`src/rtl/tfe_pkg.sv`:
```
package tfe_pkg;
   typedef enum logic [1:0] {
      ST_IDLE = 2'd0,
      ST_ROWS = 2'd1,
      ST_FIN  = 2'd2
   } tfe_state_e;
endpackage

```
`src/rtl/tfe_lane_clamp.sv`:
```
module tfe_lane_clamp #(
   parameter int RAW_W = 8,
   parameter int LVL_W = 4
) (
   input  logic [RAW_W-1:0] raw,
   output logic [LVL_W-1:0] lvl,
   output logic             clip
);
   localparam int unsigned LMAX = (1 << LVL_W) - 1;

   assign clip = raw > RAW_W'(LMAX);
   assign lvl  = clip ? LVL_W'(LMAX) : raw[LVL_W-1:0];
endmodule

```
`src/rtl/tfe_row_mac.sv`:
```
module tfe_row_mac #(
   parameter int LANES     = 8,
   parameter int LVL_W     = 4,
   parameter int MAG_W     = 3,
   parameter int ROW_W     = 11,
   parameter int ROW_SHIFT = 3
) (
   input  logic [LANES*LVL_W-1:0]  lvl,
   input  logic [LANES*MAG_W-1:0]  mag,
   input  logic [LANES-1:0]        pos,
   output logic signed [ROW_W-1:0] sum,
   output logic [LVL_W-1:0]        lvl_out
);
   localparam logic signed [ROW_W-1:0] LMAX_S = ROW_W'((1 << LVL_W) - 1);
   localparam logic signed [ROW_W-1:0] RND    = ROW_W'((1 << ROW_SHIFT) - 1);

   logic signed [ROW_W-1:0] term;
   logic signed [ROW_W-1:0] quo;

   always_comb begin
      sum  = '0;
      term = '0;
      for (int i = 0; i < LANES; i++) begin
         term = ROW_W'(lvl[i*LVL_W +: LVL_W]) * ROW_W'(mag[i*MAG_W +: MAG_W]);
         sum  = pos[i] ? sum + term : sum - term;
      end
   end

   always_comb begin
      quo = (sum + RND) >>> ROW_SHIFT;
      if (sum <= 0)
         lvl_out = '0;
      else if (quo > LMAX_S)
         lvl_out = LMAX_S[LVL_W-1:0];
      else
         lvl_out = quo[LVL_W-1:0];
   end
endmodule

```
`src/rtl/tfe_decay_sat.sv`:
```
module tfe_decay_sat #(
   parameter int WIDE_W = 32,
   parameter int DEC_W  = 16,
   parameter int ACC_W  = 16
) (
   input  logic signed [WIDE_W-1:0] v,
   input  logic [DEC_W-1:0]         dec,
   output logic signed [WIDE_W-1:0] v_dec,
   output logic signed [ACC_W-1:0]  v_sat
);
   localparam logic signed [WIDE_W-1:0] SMAX = WIDE_W'((64'sd1 <<< (ACC_W-1)) - 64'sd1);
   localparam logic signed [WIDE_W-1:0] SMIN = -SMAX - WIDE_W'(1);

   logic signed [WIDE_W-1:0] d;

   always_comb begin
      d     = $signed({{(WIDE_W-DEC_W){1'b0}}, dec});
      v_dec = v;
      if (dec != '0) begin
         if (v > 0)
            v_dec = (v > d) ? v - d : '0;
         else if (v < 0)
            v_dec = (v + d < 0) ? v + d : '0;
      end
   end

   always_comb begin
      if (v_dec > SMAX)
         v_sat = SMAX[ACC_W-1:0];
      else if (v_dec < SMIN)
         v_sat = SMIN[ACC_W-1:0];
      else
         v_sat = v_dec[ACC_W-1:0];
   end
endmodule

```
`src/rtl/tile_fuse_engine.sv`:
```
module tile_fuse_engine #(
   parameter int LANES     = 8,
   parameter int LVL_W     = 4,
   parameter int RAW_W     = 8,
   parameter int MAG_W     = 3,
   parameter int ACC_W     = 16,
   parameter int DEC_W     = 16,
   parameter int ROW_SHIFT = 3
) (
   input  logic                      clk,
   input  logic                      rst_n,
   input  logic                      start,
   input  logic                      active,
   input  logic                      locked_in,
   input  logic                      bake_ok,
   input  logic [LANES*RAW_W-1:0]    lane_raw,
   input  logic [LANES*LANES*MAG_W-1:0] w_mag,
   input  logic [LANES*LANES-1:0]    w_pos,
   input  logic signed [ACC_W-1:0]   thr_lo,
   input  logic signed [ACC_W-1:0]   thr_hi,
   input  logic [DEC_W-1:0]          decay,
   input  logic signed [ACC_W-1:0]   acc_in,
   output logic signed [ACC_W-1:0]   acc_out,
   output logic                      locked_out,
   output logic                      fire,
   output logic                      done,
   output logic [LANES*LVL_W-1:0]    drive,
   output logic [LANES-1:0]          lane_clip
);
   import tfe_pkg::*;

   localparam int RC_W    = $clog2(LANES);
   localparam int ROW_W   = LVL_W + MAG_W + RC_W + 1;
   localparam int DELTA_W = ROW_W + RC_W;
   localparam int WIDE_W  = 32;
   localparam int ROW_BITS = LANES * MAG_W;

   if (LANES < 2 || RAW_W < LVL_W || WIDE_W <= ACC_W + 1 ||
       WIDE_W <= DEC_W + 1 || DELTA_W >= WIDE_W) begin : g_bad_cfg
      $error("tile_fuse_engine: unsupported parameter combination");
   end

   tfe_state_e                st;
   logic [RC_W-1:0]           row_idx;
   logic [LANES*LVL_W-1:0]    lvl_now, lvl_q;
   logic [LANES-1:0]          clip_now, clip_q;
   logic signed [ACC_W-1:0]   acc_q;
   logic signed [DELTA_W-1:0] delta_q;
   logic                      bake_q;
   logic [LVL_W-1:0]          rowo_q [LANES];
   logic                      busy;

   assign busy = (st != ST_IDLE);

   // one clamp per lane
   for (genvar g = 0; g < LANES; g++) begin : g_lane
      tfe_lane_clamp #(.RAW_W(RAW_W), .LVL_W(LVL_W)) u_clamp (
         .raw  (lane_raw[g*RAW_W +: RAW_W]),
         .lvl  (lvl_now[g*LVL_W +: LVL_W]),
         .clip (clip_now[g])
      );
   end

   logic signed [ROW_W-1:0] row_sum;
   logic [LVL_W-1:0]        row_lvl;

   tfe_row_mac #(.LANES(LANES), .LVL_W(LVL_W), .MAG_W(MAG_W),
                 .ROW_W(ROW_W), .ROW_SHIFT(ROW_SHIFT)) u_mac (
      .lvl     (lvl_q),
      .mag     (w_mag[int'(row_idx)*ROW_BITS +: ROW_BITS]),
      .pos     (w_pos[int'(row_idx)*LANES +: LANES]),
      .sum     (row_sum),
      .lvl_out (row_lvl)
   );

   logic signed [WIDE_W-1:0] dec_src, dec_wide;
   logic signed [ACC_W-1:0]  dec_sat;

   assign dec_src = (st == ST_FIN) ? WIDE_W'(acc_q) + WIDE_W'(delta_q) : WIDE_W'(acc_in);

   tfe_decay_sat #(.WIDE_W(WIDE_W), .DEC_W(DEC_W), .ACC_W(ACC_W)) u_dec (
      .v     (dec_src),
      .dec   (decay),
      .v_dec (dec_wide),
      .v_sat (dec_sat)
   );

   logic rng_on, pre_in, post_in, will_lock;

   always_comb begin
      rng_on    = thr_lo < thr_hi;
      pre_in    = rng_on && (WIDE_W'(thr_lo) <= dec_src) && (dec_src <= WIDE_W'(thr_hi));
      post_in   = rng_on && (thr_lo <= dec_sat) && (dec_sat <= thr_hi);
      will_lock = bake_q && post_in && ((delta_q != '0) || ((decay != '0) && !pre_in));
   end

   always_ff @(posedge clk or negedge rst_n) begin
      if (!rst_n) begin
         st         <= ST_IDLE;
         row_idx    <= '0;
         lvl_q      <= '0;
         clip_q     <= '0;
         acc_q      <= '0;
         delta_q    <= '0;
         bake_q     <= 1'b0;
         acc_out    <= '0;
         locked_out <= 1'b0;
         fire       <= 1'b0;
         done       <= 1'b0;
         drive      <= '0;
         lane_clip  <= '0;
         for (int i = 0; i < LANES; i++) rowo_q[i] <= '0;
      end else begin
         done <= 1'b0;
         fire <= 1'b0;
         unique case (st)
            ST_IDLE: if (start) begin
               lvl_q  <= lvl_now;
               clip_q <= clip_now;
               acc_q  <= acc_in;
               bake_q <= bake_ok;
               if (!active) begin
                  acc_out    <= '0;
                  locked_out <= 1'b0;
                  drive      <= '0;
                  lane_clip  <= '0;
                  done       <= 1'b1;
               end else if (locked_in) begin
                  acc_out    <= dec_sat;
                  locked_out <= 1'b1;
                  drive      <= lvl_now;
                  lane_clip  <= clip_now;
                  done       <= 1'b1;
               end else begin
                  st      <= ST_ROWS;
                  row_idx <= '0;
                  delta_q <= '0;
               end
            end
            ST_ROWS: begin
               delta_q         <= delta_q + DELTA_W'(row_sum);
               rowo_q[row_idx] <= row_lvl;
               if (row_idx == RC_W'(LANES-1))
                  st <= ST_FIN;
               else
                  row_idx <= row_idx + 1'b1;
            end
            ST_FIN: begin
               acc_out    <= dec_sat;
               locked_out <= will_lock;
               fire       <= will_lock;
               lane_clip  <= clip_q;
               done       <= 1'b1;
               for (int i = 0; i < LANES; i++)
                  drive[i*LVL_W +: LVL_W] <= will_lock ? lvl_q[i*LVL_W +: LVL_W] : rowo_q[i];
               st <= ST_IDLE;
            end
            default: st <= ST_IDLE;
         endcase
      end
   end
endmodule

```
`config.mk`:
```
export PLATFORM = sky130hd
export DESIGN_NAME = tile_fuse_engine
export DESIGN_NICKNAME = d
export VERILOG_FILES = /design/src/rtl/tfe_pkg.sv /design/src/rtl/tfe_lane_clamp.sv /design/src/rtl/tfe_row_mac.sv /design/src/rtl/tfe_decay_sat.sv /design/src/rtl/tile_fuse_engine.sv
export SDC_FILE = /design/constraint.sdc
export NUM_CORES = 1
export LEC_CHECK = 0
export CAP_MARGIN = 20
export CORE_UTILIZATION = 41
export DETAILED_ROUTE_END_ITERATION = 8
export PLACE_DENSITY = 0.67
export REMOVE_ABC_BUFFERS = 1
export SLEW_MARGIN = 20
export SYNTH_ARGS = -nofsm -noshare
export SYNTH_HDL_FRONTEND = slang
export SYNTH_SLANG_ARGS = --single-unit
export TNS_END_PERCENT = 5
```
`constraint.sdc`:
```
create_clock -name clk -period 27.9 [get_ports clk]
set_input_delay 8.37 -clock clk [delete_from_list [all_inputs] [get_ports clk]]
set_output_delay 8.37 -clock clk [all_outputs]
set_load 0.02 [all_outputs]
```
==> flow_summary.toml <==
[outcome]
outcome = "finished, final reports clean"

[layout]
post_route_cells_drive_above_1_share_pct = 8.77
leading_cell_types_in_the_layout_fill_and_taps_excluded = "clkdlybuf4s50_1, ha_1, inv_1"
layout_overhead_on_the_synthesized_area_pct = 27.7
final_common_cell = "clkdlybuf4s50_1"
finish.net_count = 3467

[cts]
postCtsSetupRepairBufs = 0
hold_buffers_post_cts = 0
tritoncts_clock_tree = "built"
cts-root-to-sink-buffers = 2
cts.htree.levels = 4
cts.repair.resized = 0
root_buffer = "clkbuf_16"
clock_latency_ps = 460
cts_made_buffers = 17
clock_sink_count = 167
path_clk_slew_ps = 70

[run]
max_cap_viol_count = 0

[logic_synthesis]
ys_seq_area_share_pct = 20.1
netlist-cell-type-count = 89
synth-main-ff-cell = "dfrtp_1"
synth_area_mm2 = 0.0208
netlist_instances = 2366
warnings_synthesis = 0
count_of_state_elements_after_synthesis = 167
synth_enable_flop_cells = 0
synth_async_sr_flop_share_pct = 100
syn_area_per_cell_um2 = 8.79

[critical_path]
worstSetupEndpointType = "flop"
critical_path.max_stage_delay_ps = 490
arrival_ps = 18230
critical-path-slowest-cell = "fa_1"
critical_path_class = "primary input to flop"
required_ps = 28240
crit_path_max_fanout = 5
startpoint_type = "primary input"
cpMostUsedCell = "ha_1"

[global_route]
grt_antenna_before_repair = 4
grt_max_degree = 98
grt_use_total_pct = 26.3
leftover_overflow_at_the_end_of_global_routing = 0
number_of_global_route_vias_before_repair = 19400
grt_first_pass_wirelength_um = 105000

[routing]
antenna_violating_nets_post_route = 0
avgViaCountPerCell = 5.68
drt_first_iter_violations = 1595
wire_length_reported_by_the_detailed_router_um = 69500
routed_wire_length_per_instance_um = 20.1
detailroute.via_count = 19600
drt_drc_violations_left = 0
firstDrtPassIters = 6

[sta]
max_freq_ghz = 0.0559
timing.setup.tns_ps = 0
finClkSkew_ps = 15.0
finalCriticalPeriod_ps = 17880
actual_transition_at_the_worst_max_transition_pin_ps = 1000
period_utilization_post_route_pct = 64.1
slew_headroom_pct = 32.5
timing.final.hold_violations = 0
final-setup-viol-count = 0
postLayoutSetupSlackWorst_ps = 10020
final-max-slew-violation-count = 0
rsz0062_at_grt = "no"

[placed_design]
placement.setup.worst_slack_ps = 9630
dpl.hpwl_um = 56400
placement.io_buffers = 448
gp_congestion = 0.992

[floorplan]
fp.coreArea_mm2 = 0.0501
effective_utilization_at_floorplan_pct = 41.5
std_cell_rows = 82
number_of_top_level_design_ports = 449
die_h_um = 227
floorplan.die_area_mm2 = 0.0516
die-width_um = 227

[worst_hold_path]
worstHoldPathType = "flop to flop"
-- cell usage after synthesis (all sizes together) (35+ instances only) --
library cell    n  area (um^2)
a21o           67          503
a21oi         183          935
and2           39          244
clkbuf         65          244
dfrtp         167         4180
fa             35          701
ha            273         3420
inv           198          743
mux2           80          901
mux2i          44          444
mux4           64         1440
nand2         179          674
nor2          182          683
nor2b          53          332
o21ai         149          746
xnor2         114          998
xor2           36          315
-- metrics by stage --
stage                     instances  hold slack, ps  util [%]  instance area, um^2
after floorplan                2278             474         -                20400
after global placement         3421             469      51.8                26000
after detailed placement       3422             475      51.9                26000
after CTS                      3454             493      53.0                26600
after global routing           3454             517      53.0                26600
final                          3456             494      53.0                26600
-- cells by family (layout without fill, tap and decap cells) --
kind of cell	Yosys count	after routing	share of synthesized area [%]
AO/OA/AOI/OAI	628	628	19.8
XOR/XNOR	154	154	6.75
adder cells (fa/ha/maj)	308	308	19.8
buffers and inverters	286	702	5.30
flip-flops	167	167	20.1
multiplexers	188	188	13.4
other	0	2	0
AND/OR/NAND/NOR	635	635	14.8
-- flip-flops by register name, summed over array words and instances (netlist names) --
signal,count
locked_out,1
clip_q,8
drive,32
lvl_q,32
lane_clip,8
row_idx,3
rowo_q,32
st,2
delta_q,14
done,1
fire,1
bake_q,1
acc_out,16
acc_q,16
-- critical path: cells and delay by family --
family / cells / cell delay (ps)
AO/OA/AOI/OAI: 13 / 2270
XOR/XNOR: 6 / 1190
adder cells (fa/ha/maj): 11 / 3800
buffers and inverters: 1 / 420
multiplexers: 2 / 780
AND/OR/NAND/NOR: 11 / 1370
-- final cells by class --
| type | instances | area [um^2] |
|---|---|---|
| Clock buffer | 18 | 439 |
| Clock inverter | 14 | 138 |
| Tap cell | 672 | 841 |
| Inverter | 198 | 743 |
| Antenna cell | 2 | 5.00 |
| Multi-Input combinational cell | 1913 | 15500 |
| Fill cell | 4640 | 23500 |
| Timing Repair Buffer | 472 | 4680 |
| Sequential cell | 167 | 4190 |
-- final timing paths --
kind | cells after the start | slack, ps | start | endpoint
min in group asynchronous | 1 | 7800 | rst_n | acc_q[10]
worst min register to register | 2 | 490 | drive[31] | drive[31]
worst max-delay path | 44 | 10020 | w_mag[5] | delta_q[13]
worst max register to register | 39 | 16280 | delta_q[0] | drive[29]
worst min-delay path | 2 | 490 | drive[31] | drive[31]
max in group asynchronous | 2 | 18780 | rst_n | row_idx[2]
-- metal layers --
metal	part of all wire [%]	GRT usage [%]
met1	43	34.0
met2	47	44.0
met3	6.7	4.88
met4	2.7	8.75
met5	0	0
Power is not shown: default switching activity piles up to over one toggle a cycle in this logic, so the estimate is an artifact.
